--- src/rtl/tt_pkg.sv ---
package tt_pkg;
  localparam int REG_W  = 32;
  localparam int ADDR_W = 6;
  localparam int LANES  = REG_W / 8;
  localparam int LANE_W = $clog2(LANES);
  localparam logic [REG_W-1:0] REV_WORD = 32'h0001_0801;

  typedef logic [REG_W-1:0] word_t;

  typedef struct packed {
    logic up;
    logic ovf_ie;
    logic slow;
    logic en;
  } tmr_cfg_t;

  function automatic word_t put_byte(word_t old, logic [LANE_W-1:0] lane,
                                     logic [7:0] d);
    word_t r;
    r = old;
    for (int b = 0; b < LANES; b++)
      if (lane == LANE_W'(b)) r[8*b +: 8] = d;
    return r;
  endfunction
endpackage

--- src/rtl/tt_timer.sv ---
module tt_timer
  import tt_pkg::*;
(
  input  logic              clk,
  input  logic              rst_n,
  input  logic              wr_en,
  input  logic [1:0]        wr_reg,
  input  logic [LANE_W-1:0] wr_lane,
  input  logic [7:0]        wr_data,
  input  tmr_cfg_t          cfg,
  input  logic              slow_tick,
  output word_t             cnt_o,
  output word_t             rld_o,
  output word_t             cmp1_o,
  output word_t             cmp2_o,
  output logic              step_o,
  output logic              zero_o,
  output logic              hit1_o,
  output logic              hit2_o
);
  word_t regs_q [4];
  word_t cnt_nxt;
  logic  cnt_wr;
  logic  step;
  logic  at_zero;

  assign cnt_wr  = wr_en && (wr_reg == 2'd0);
  assign step    = cfg.en && (!cfg.slow || slow_tick) && !cnt_wr;
  assign at_zero = (regs_q[0] == '0);

  always_comb begin
    if (at_zero)     cnt_nxt = regs_q[1];
    else if (cfg.up) cnt_nxt = regs_q[0] + 1'b1;
    else             cnt_nxt = regs_q[0] - 1'b1;
  end

  always_ff @(posedge clk or negedge rst_n) begin
    if (!rst_n) begin
      for (int k = 0; k < 4; k++) regs_q[k] <= '0;
    end else begin
      for (int k = 1; k < 4; k++)
        if (wr_en && wr_reg == 2'(k))
          regs_q[k] <= put_byte(regs_q[k], wr_lane, wr_data);
      if (cnt_wr)    regs_q[0] <= put_byte(regs_q[0], wr_lane, wr_data);
      else if (step) regs_q[0] <= cnt_nxt;
    end
  end

  assign cnt_o  = regs_q[0];
  assign rld_o  = regs_q[1];
  assign cmp1_o = regs_q[2];
  assign cmp2_o = regs_q[3];
  assign step_o = step;
  assign zero_o = step && at_zero;
  assign hit1_o = step && (cnt_nxt == regs_q[2]);
  assign hit2_o = step && (cnt_nxt == regs_q[3]);
endmodule

--- src/rtl/tt_shared.sv ---
module tt_shared
  import tt_pkg::*;
#(
  parameter int NTMR = 3
) (
  input  logic              clk,
  input  logic              rst_n,
  input  logic              wr_en,
  input  logic [1:0]        wr_reg,
  input  logic [LANE_W-1:0] wr_lane,
  input  logic [7:0]        wr_data,
  input  logic [NTMR-1:0]   zero_i,
  input  logic [NTMR-1:0]   hit1_i,
  input  logic [NTMR-1:0]   hit2_i,
  output tmr_cfg_t          cfg_o [NTMR],
  output logic [4*NTMR-1:0] ctrl_o,
  output logic [3*NTMR-1:0] sts_o,
  output logic [3*NTMR-1:0] sts_set_o,
  output logic [4*NTMR-1:0] mask_o
);
  localparam int CTL_W = 4 * NTMR;
  localparam int STS_W = 3 * NTMR;

  logic [CTL_W-1:0] ctrl_q, mask_q;
  logic [STS_W-1:0] sts_q, sts_set, sts_clr;

  for (genvar i = 0; i < NTMR; i++) begin : g_map
    assign cfg_o[i].en     = ctrl_q[3*i];
    assign cfg_o[i].slow   = ctrl_q[3*i+1];
    assign cfg_o[i].ovf_ie = ctrl_q[3*i+2];
    assign cfg_o[i].up     = ctrl_q[3*NTMR+i];
    assign sts_set[3*i]    = hit1_i[i];
    assign sts_set[3*i+1]  = hit2_i[i];
    assign sts_set[3*i+2]  = zero_i[i] && ctrl_q[3*i+2];
  end

  assign sts_clr = (wr_en && wr_reg == 2'd1)
                 ? STS_W'(put_byte('0, wr_lane, wr_data)) : '0;

  always_ff @(posedge clk or negedge rst_n) begin
    if (!rst_n) begin
      ctrl_q <= '0;
      mask_q <= '0;
      sts_q  <= '0;
    end else begin
      if (wr_en && wr_reg == 2'd0)
        ctrl_q <= CTL_W'(put_byte(REG_W'(ctrl_q), wr_lane, wr_data));
      if (wr_en && wr_reg == 2'd2)
        mask_q <= CTL_W'(put_byte(REG_W'(mask_q), wr_lane, wr_data));
      sts_q <= (sts_q & ~sts_clr) | sts_set;
    end
  end

  assign ctrl_o    = ctrl_q;
  assign sts_o     = sts_q;
  assign sts_set_o = sts_set;
  assign mask_o    = mask_q;
endmodule

--- src/rtl/tri_timer.sv ---
module tri_timer
  import tt_pkg::*;
#(
  parameter int NTMR = 3
) (
  input  logic              clk,
  input  logic              rst_n,
  input  logic              slow_tick,
  input  logic [ADDR_W-1:0] bus_addr,
  input  logic              bus_wr,
  input  logic [7:0]        bus_wdata,
  output logic [7:0]        bus_rdata,
  output logic              irq
);
  localparam int CTL_W = 4 * NTMR;
  localparam int STS_W = 3 * NTMR;
  localparam logic [1:0] SHARED_BLK = 2'd3;

  logic [1:0]        blk, wreg;
  logic [LANE_W-1:0] lane;
  assign blk  = bus_addr[5:4];
  assign wreg = bus_addr[3:2];
  assign lane = bus_addr[LANE_W-1:0];

  tmr_cfg_t          cfg [NTMR];
  logic [NTMR-1:0]   step_w, zero_w, hit1_w, hit2_w;
  word_t             cnt_w [NTMR];
  word_t             rld_w [NTMR];
  word_t             cmp1_w [NTMR];
  word_t             cmp2_w [NTMR];
  logic [CTL_W-1:0]  ctrl_w, mask_w;
  logic [STS_W-1:0]  sts_w, sts_set_w;

  for (genvar i = 0; i < NTMR; i++) begin : g_tmr
    tt_timer u_tmr (
      .clk      (clk),
      .rst_n    (rst_n),
      .wr_en    (bus_wr && blk == 2'(i)),
      .wr_reg   (wreg),
      .wr_lane  (lane),
      .wr_data  (bus_wdata),
      .cfg      (cfg[i]),
      .slow_tick(slow_tick),
      .cnt_o    (cnt_w[i]),
      .rld_o    (rld_w[i]),
      .cmp1_o   (cmp1_w[i]),
      .cmp2_o   (cmp2_w[i]),
      .step_o   (step_w[i]),
      .zero_o   (zero_w[i]),
      .hit1_o   (hit1_w[i]),
      .hit2_o   (hit2_w[i])
    );
  end

  tt_shared #(.NTMR(NTMR)) u_shared (
    .clk      (clk),
    .rst_n    (rst_n),
    .wr_en    (bus_wr && blk == SHARED_BLK),
    .wr_reg   (wreg),
    .wr_lane  (lane),
    .wr_data  (bus_wdata),
    .zero_i   (zero_w),
    .hit1_i   (hit1_w),
    .hit2_i   (hit2_w),
    .cfg_o    (cfg),
    .ctrl_o   (ctrl_w),
    .sts_o    (sts_w),
    .sts_set_o(sts_set_w),
    .mask_o   (mask_w)
  );

  word_t rd_word;
  always_comb begin
    rd_word = '0;
    if (blk == SHARED_BLK) begin
      case (wreg)
        2'd0:    rd_word = REG_W'(ctrl_w);
        2'd1:    rd_word = REG_W'(sts_w);
        2'd2:    rd_word = REG_W'(mask_w);
        default: rd_word = REV_WORD;
      endcase
    end else begin
      for (int i = 0; i < NTMR; i++) begin
        if (blk == 2'(i)) begin
          case (wreg)
            2'd0:    rd_word = cnt_w[i];
            2'd1:    rd_word = rld_w[i];
            2'd2:    rd_word = cmp1_w[i];
            default: rd_word = cmp2_w[i];
          endcase
        end
      end
    end
  end

  assign bus_rdata = rd_word[8*lane +: 8];
  assign irq       = |sts_w;
endmodule

--- config.mk ---
export PLATFORM = sky130hd
export DESIGN_NAME = tri_timer
export DESIGN_NICKNAME = d
export VERILOG_FILES = /design/src/rtl/tt_pkg.sv /design/src/rtl/tt_timer.sv /design/src/rtl/tt_shared.sv /design/src/rtl/tri_timer.sv
export SDC_FILE = /design/constraint.sdc
export NUM_CORES = 1
export LEC_CHECK = 0
export ABC_AREA = 0
export BUFFER_PORTS_ARGS = -buffer_cell sky130_fd_sc_hd__buf_2
export CAP_MARGIN = 15
export CORE_MARGIN = 1.5
export CORE_UTILIZATION = 53
export CTS_BUF_LIST = sky130_fd_sc_hd__clkbuf_4 sky130_fd_sc_hd__clkbuf_8
export DETAILED_ROUTE_END_ITERATION = 16
export PLACE_DENSITY = 0.67
export SYNTH_ARGS = -nofsm -noshare
export SYNTH_HDL_FRONTEND = slang
export SYNTH_HIERARCHICAL = 1
export SYNTH_SLANG_ARGS = --single-unit
--- constraint.sdc ---
create_clock -name clk -period 11 [get_ports clk]
set_input_delay 1.65 -clock clk [delete_from_list [all_inputs] [get_ports clk]]
set_output_delay 1.65 -clock clk [all_outputs]
set_load 0.02 [all_outputs]
==> results of run 1 <==
## state kept, by name, summed over array words and instances, names as in the netlist
| name | count |
|---|---|
| g_tmr.u_tmr/rld_o | 96 |
| u_shared/sts_o | 9 |
| g_tmr.u_tmr/cmp2_o | 96 |
| u_shared/mask_o | 12 |
| g_tmr.u_tmr/cmp1_o | 96 |
| u_shared/ctrl_o | 12 |
| g_tmr.u_tmr/cnt_o | 96 |
## routing by layer
layer	up-vias	global-route usage, %
met5	-	0
met3	332	11.3
li1	11810	-
met1	14053	60.7
met4	6	19.4
met2	1762	60.8
## layout by cell type (no fill, tap or decap), types with 15 or more instances in the layout
master / count
dfrtp_1: 417
nand2_1: 329
mux2_2: 308
o21ai_0: 233
a21oi_1: 175
nor2_1: 167
xnor2_1: 144
xor2_1: 132
clkbuf_8: 101
ha_1: 90
mux4_2: 78
inv_1: 72
nand3_1: 67
a21o_1: 63
a211oi_1: 59
mux2i_1: 49
nand4_1: 48
nor4_1: 46
buf_4: 41
nor3_1: 40
o211ai_1: 38
nand2b_1: 35
a31oi_1: 27
or2_2: 24
a311oi_1: 24
buf_2: 23
or3_1: 21
and2_1: 19
o31ai_1: 19
nor2b_1: 18
clkbuf_4: 17
o2111ai_1: 16
o22ai_1: 15
o21bai_1: 15
## where the power goes
group	internal, mW	switching, mW
registers	1.85	0.684
logic	2.36	3.71
clock network	0.935	0.730
## layout make-up
cell class / instances / area, µm² / area share [%]
Timing Repair Buffer: 69 / 508 / 1.53
Sequential cell: 417 / 10400 / 31.5
Tap cell: 765 / 957 / 2.89
Multi-Input combinational cell: 2516 / 19200 / 58.0
Antenna cell: 3 / 7.51 / 0.0227
Clock inverter: 19 / 201 / 0.608
Inverter: 74 / 278 / 0.838
Clock buffer: 118 / 1520 / 4.58
## critical path: stages
cell	delay, ns
buf_6	0.57
buf_4	0.68
nor2b_1	0.88
a221oi_1	0.22
a2111oi_0	0.40
o31ai_1	0.14
a21oi_1	0.52
buf_2	0.27
## path summary, 6_finish.rpt
path / from / endpoint
setup / recovery: bus_addr[2] / bus_rdata[7]
hold / removal: u_shared/mask_o[4] / u_shared/mask_o[4]
setup reg to reg: u_shared/ctrl_o[9] / u_shared/sts_o[0]
hold reg to reg: u_shared/mask_o[4] / u_shared/mask_o[4]
max in group asynchronous: rst_n / u_shared/mask_o[9]
min in group asynchronous: rst_n / g_tmr[0].u_tmr/cnt_o[4]
==> flow_metrics.py, run 1 <==
metrics = {
    "placement": {
        "dp_hpwl_um": 94600,
        "port_buffers": 26,
        "place_area_um2": 31400,
        "pre_cts_ws_ns": 4.07,
        "place_inst": 3840,
        "gp_congestion": 1.06,
    },
    "drt": {
        "wl_met1_um": 53500,
        "routed_via_density": 7.02,
        "final_antenna_net_count": 0,
        "wire_per_inst_um": 32.2,
        "drt_iter0_drc": 3868,
        "wirelength_um": 128000,
        "dr.pass1.iters": 6,
        "drc": 0,
        "vias": 27963,
        "wl_met3_um": 14400,
        "wl_met2_um": 53700,
        "highest-signal-layer": "met5",
    },
    "setup_path": {
        "path_max_fanout": 67,
        "required_ns": 9.35,
        "r2r_cells": 14,
        "critPathLaunchType": "input port",
        "criticalPathCategory": "in2out",
        "ff2ff_setup_slack_ns": 5.78,
        "arrival_ns": 5.42,
        "critPathCaptureType": "output port",
    },
    "sta": {
        "fin_crit_ns": 7.07,
        "tightestPinTransition_ns": 1.19,
        "worst_hold_slack_ns": 0.505,
        "fin_tns_setup_ns": 0,
        "max_freq_mhz": 142,
        "maxSlewViolCount": 0,
        "max-slew-margin-rel_pct": 19.6,
        "setup_violations": 0,
        "clock_skew_ns": 0.0640,
        "hold_viol_final": 0,
        "period_share_pct": 64.2,
        "setup_ws_ns": 3.93,
        "rsz0062_at_grt": "no",
    },
    "floorplan": {
        "chipHeight_um": 244,
        "num_rows": 88,
        "start_util_pct": 53.5,
        "core_area_um2": 57600,
        "io_pins": 27,
        "die_area_um2": 59600,
        "die_w_um": 244,
    },
    "cts": {
        "clk_latency_ns": 0.74,
        "postCtsSetupBuffers": 0,
        "cts.sinks": 417,
        "cts_htree_levels": 3,
        "cts_max_path_buffers": 3,
        "ctsHoldBuffers": 0,
        "cts_made_buffers": 78,
        "ctsResizeCount": 0,
        "path_clk_slew_ns": 0.06,
        "cts_root_buffer": "clkbuf_8",
        "tritoncts": "built",
    },
    "layout": {
        "drive_above_1_share_pct": 21.2,
        "finish.instance_area_um2": 33100,
        "nFillCells": 4980,
        "fin_util_pct": 57.5,
        "final_nets": 3267,
        "instances_no_fill": 3981,
        "area_growth_pct": 7.54,
    },
    "power_and_ir_drop": {
        "power.leakage_nw": 14.4,
        "p_total_mw": 10.3,
        "ir_drop_v": 0.000179,
        "power.density_nw_per_um2": 310,
    },
    "run": {
        "drv_cap": 0,
    },
    "worst_hold_path": {
        "hp-class": "reg2reg",
        "holdPathStages": 1,
    },
    "global_routing": {
        "grt_pass1_vias": 26536,
        "grt_usage_pct": 42.7,
        "grt_overflow": 0,
        "grt_pass1_wl_um": 186000,
        "grt_max_degree": 163,
        "antenna_found_initial": 6,
    },
    "logic_synthesis": {
        "syn_inst": 3193,
        "yosysWarnings": 6,
        "syn_nets": 3304,
        "synth_area_per_cell_um2": 9.65,
        "syn_area_um2": 30800,
    },
    "run_status": {
        "status": "finished clean",
    },
}
Note: power is estimated with default switching activity, not from simulation.
==> run 2: changes to the inputs <==
- PLACE_DENSITY: 0.67 -> 0.69
- clock period: 11 -> 5.9 ns (I/O delays scaled with it)
==> run 2 against run 1 <==
Clock skew decreased by 0.029 ns; flip-flop and latch count is the same; first-iteration DRC count fell by 3.4%; sequential share of layout area is essentially flat; critical endpoint is now u_shared/sts_o[1]; largest power group unchanged.
==> flow_metrics.py, run 2 (synthesis results as in run 1) <==
metrics = {
    "sta": {
        "period_share_pct": 86.0,
        "setup_violations": 0,
        "clock_skew_ns": 0.0348,
        "worst_hold_slack_ns": 0.260,
        "rsz0062_at_grt": "no",
        "max_freq_mhz": 197,
        "fin_tns_setup_ns": 0,
        "tightestPinTransition_ns": 1.22,
        "fin_crit_ns": 5.08,
        "maxSlewViolCount": 0,
        "max-slew-margin-rel_pct": 18.4,
        "hold_viol_final": 0,
    },
    "floorplan": {
        "num_rows": 88,
        "io_pins": 27,
        "die_w_um": 244,
        "chipHeight_um": 244,
        "core_area_um2": 57600,
        "die_area_um2": 59600,
        "start_util_pct": 53.5,
    },
    "drt": {
        "routed_via_density": 7.02,
        "drt_iter0_drc": 3736,
        "wl_met3_um": 14500,
        "wl_met1_um": 50400,
        "final_antenna_net_count": 0,
        "wire_per_inst_um": 30.2,
        "wl_met2_um": 50000,
        "dr.pass1.iters": 5,
        "wirelength_um": 121000,
        "highest-signal-layer": "met5",
        "vias": 28029,
        "drc": 0,
    },
    "worst_hold_path": {
        "hp-class": "in2async",
    },
    "placement": {
        "port_buffers": 26,
        "dp_hpwl_um": 89100,
        "gp_congestion": 1.01,
    },
    "setup_path": {
        "crit_buf_inv": 2,
        "r2r_cells": 15,
        "critPathCaptureType": "register",
        "ff2ff_setup_slack_ns": 0.82,
        "max_stage_delay_ns": 0.56,
        "critPathLaunchType": "register",
        "r2r-end": "u_shared/sts_o[1]",
        "path_max_fanout": 24,
        "crit_path_end": "u_shared/sts_o[1]",
        "crit_chain": "inv_1 > buf_4 > ha_1 > and2_4 > a221oi_2 > o22a_2 > a31oi_1 > o21a_1 > o31ai_1 > xnor2_1 > o211ai_1 > a311oi_1 > nand4_1 > nor4_1 > a21o_1",
        "cp.depth": 15,
        "arrival_ns": 5.67,
        "crit_family": "compound AO/OA/AOI/OAI gates",
        "required_ns": 6.50,
        "cpMaxStageDelayCell": "o31ai_1",
        "reg2reg_from": "u_shared/ctrl_o[9]",
        "criticalPathCategory": "reg2reg",
        "startpoint": "u_shared/ctrl_o[9]",
    },
    "cts": {
        "cts_root_buffer": "clkbuf_8",
        "postCtsSetupBuffers": 0,
        "cts_htree_levels": 3,
        "ctsHoldBuffers": 0,
        "cts.sinks": 417,
        "cts_made_buffers": 77,
        "ctsResizeCount": 0,
        "tritoncts": "built",
        "path_clk_slew_ns": 0.06,
        "cts_max_path_buffers": 3,
        "clk_latency_ns": 0.67,
    },
    "global_routing": {
        "grt_pass1_vias": 26231,
        "antenna_found_initial": 6,
        "grt_usage_pct": 40.1,
        "grt_pass1_wl_um": 178000,
        "grt_max_degree": 146,
        "grt_overflow": 0,
    },
    "layout": {
        "nFillCells": 5016,
        "final_common_cell": "dfrtp_1",
        "area_growth_pct": 7.67,
        "layout_common_cells": "417 x dfrtp_1, 329 x nand2_1, 308 x mux2_2, 233 x o21ai_0, 175 x a21oi_1",
        "final_nets": 3279,
        "drive_above_1_share_pct": 21.6,
    },
    "run": {
        "drv_cap": 0,
    },
    "power_and_ir_drop": {
        "power.leakage_nw": 14.4,
        "switching_power_mw": 9.13,
        "p_int_mw": 9.56,
        "comb_power_share_pct": 59.9,
        "swShare_pct": 48.9,
        "ir_drop_v": 0.000369,
        "seqPwrFrac_pct": 23.9,
        "clkPwrFrac_pct": 16.2,
        "power.density_nw_per_um2": 563,
    },
    "run_status": {
        "status": "finished clean",
    },
}
-- run 2: changes by cell type in the layout (fill, tap and decap cells not counted), sizes merged --
cell,delta
clkinv,-3
buf,+13
diode,-1
inv,+1
clkbuf,+3
-- run 2: routing by layer --
layer	GRT usage, %	vias to the layer above
met2	56.9	1826
met3	9.42	321
met1	58.7	14030
li1	-	11848
met4	15.9	4
met5	0	-
-- run 2: worst min path at each step --
stage	from	to	depth (start not counted)
detailed placement	u_shared/mask_o[2]	u_shared/mask_o[2]	1
floorplan	u_shared/sts_o[4]	u_shared/sts_o[4]	1
global placement	u_shared/sts_o[2]	u_shared/sts_o[2]	1
finish	rst_n	g_tmr[0].u_tmr/cmp1_o[19]	1
global route	rst_n	g_tmr[0].u_tmr/cnt_o[19]	1
CTS	rst_n	g_tmr[0].u_tmr/cmp2_o[12]	1
-- run 2: area by class of cell --
| type | count | area [µm²] | area share, % |
|---|---|---|---|
| Sequential cell | 417 | 10400 | 31.5 |
| Inverter | 74 | 278 | 0.837 |
| Clock buffer | 121 | 1500 | 4.53 |
| Tap cell | 765 | 957 | 2.89 |
| Clock inverter | 17 | 154 | 0.464 |
| Antenna cell | 2 | 5.00 | 0.0151 |
| Multi-Input combinational cell | 2516 | 19200 | 57.9 |
| Timing Repair Buffer | 82 | 623 | 1.88 |
-- run 2: power groups by stage --
| stage | clock, mW | sequential (mW) | combinational [mW] |
|---|---|---|---|
| 3_5_place_dp | 0 | 4.45 | 10.8 |
| 6_report | 3.03 | 4.46 | 11.2 |
| 2_1_floorplan | 0 | 3.98 | 8.04 |
| 4_1_cts | 3.06 | 4.40 | 10.9 |
| 3_3_place_gp | 0 | 4.42 | 10.7 |
| 5_1_grt | 3.19 | 4.50 | 12.0 |
-- run 2: through the flow --
| stage | setup WS, ns | instances | instance area [µm²] | utilization, % | total power [mW] |
|---|---|---|---|---|---|
| after floorplan | 1.90 | 3193 | 30800 | - | 12.0 |
| after global placement | 0.938 | 3852 | 31500 | 54.7 | 15.1 |
| after detailed placement | 0.964 | 3853 | 31500 | 54.7 | 15.2 |
| after CTS | 0.978 | 3991 | 33200 | 57.6 | 18.3 |
| after global routing | 0.666 | 3993 | 33200 | 57.6 | 19.7 |
| final | 0.824 | 3994 | 33200 | 57.6 | 18.7 |
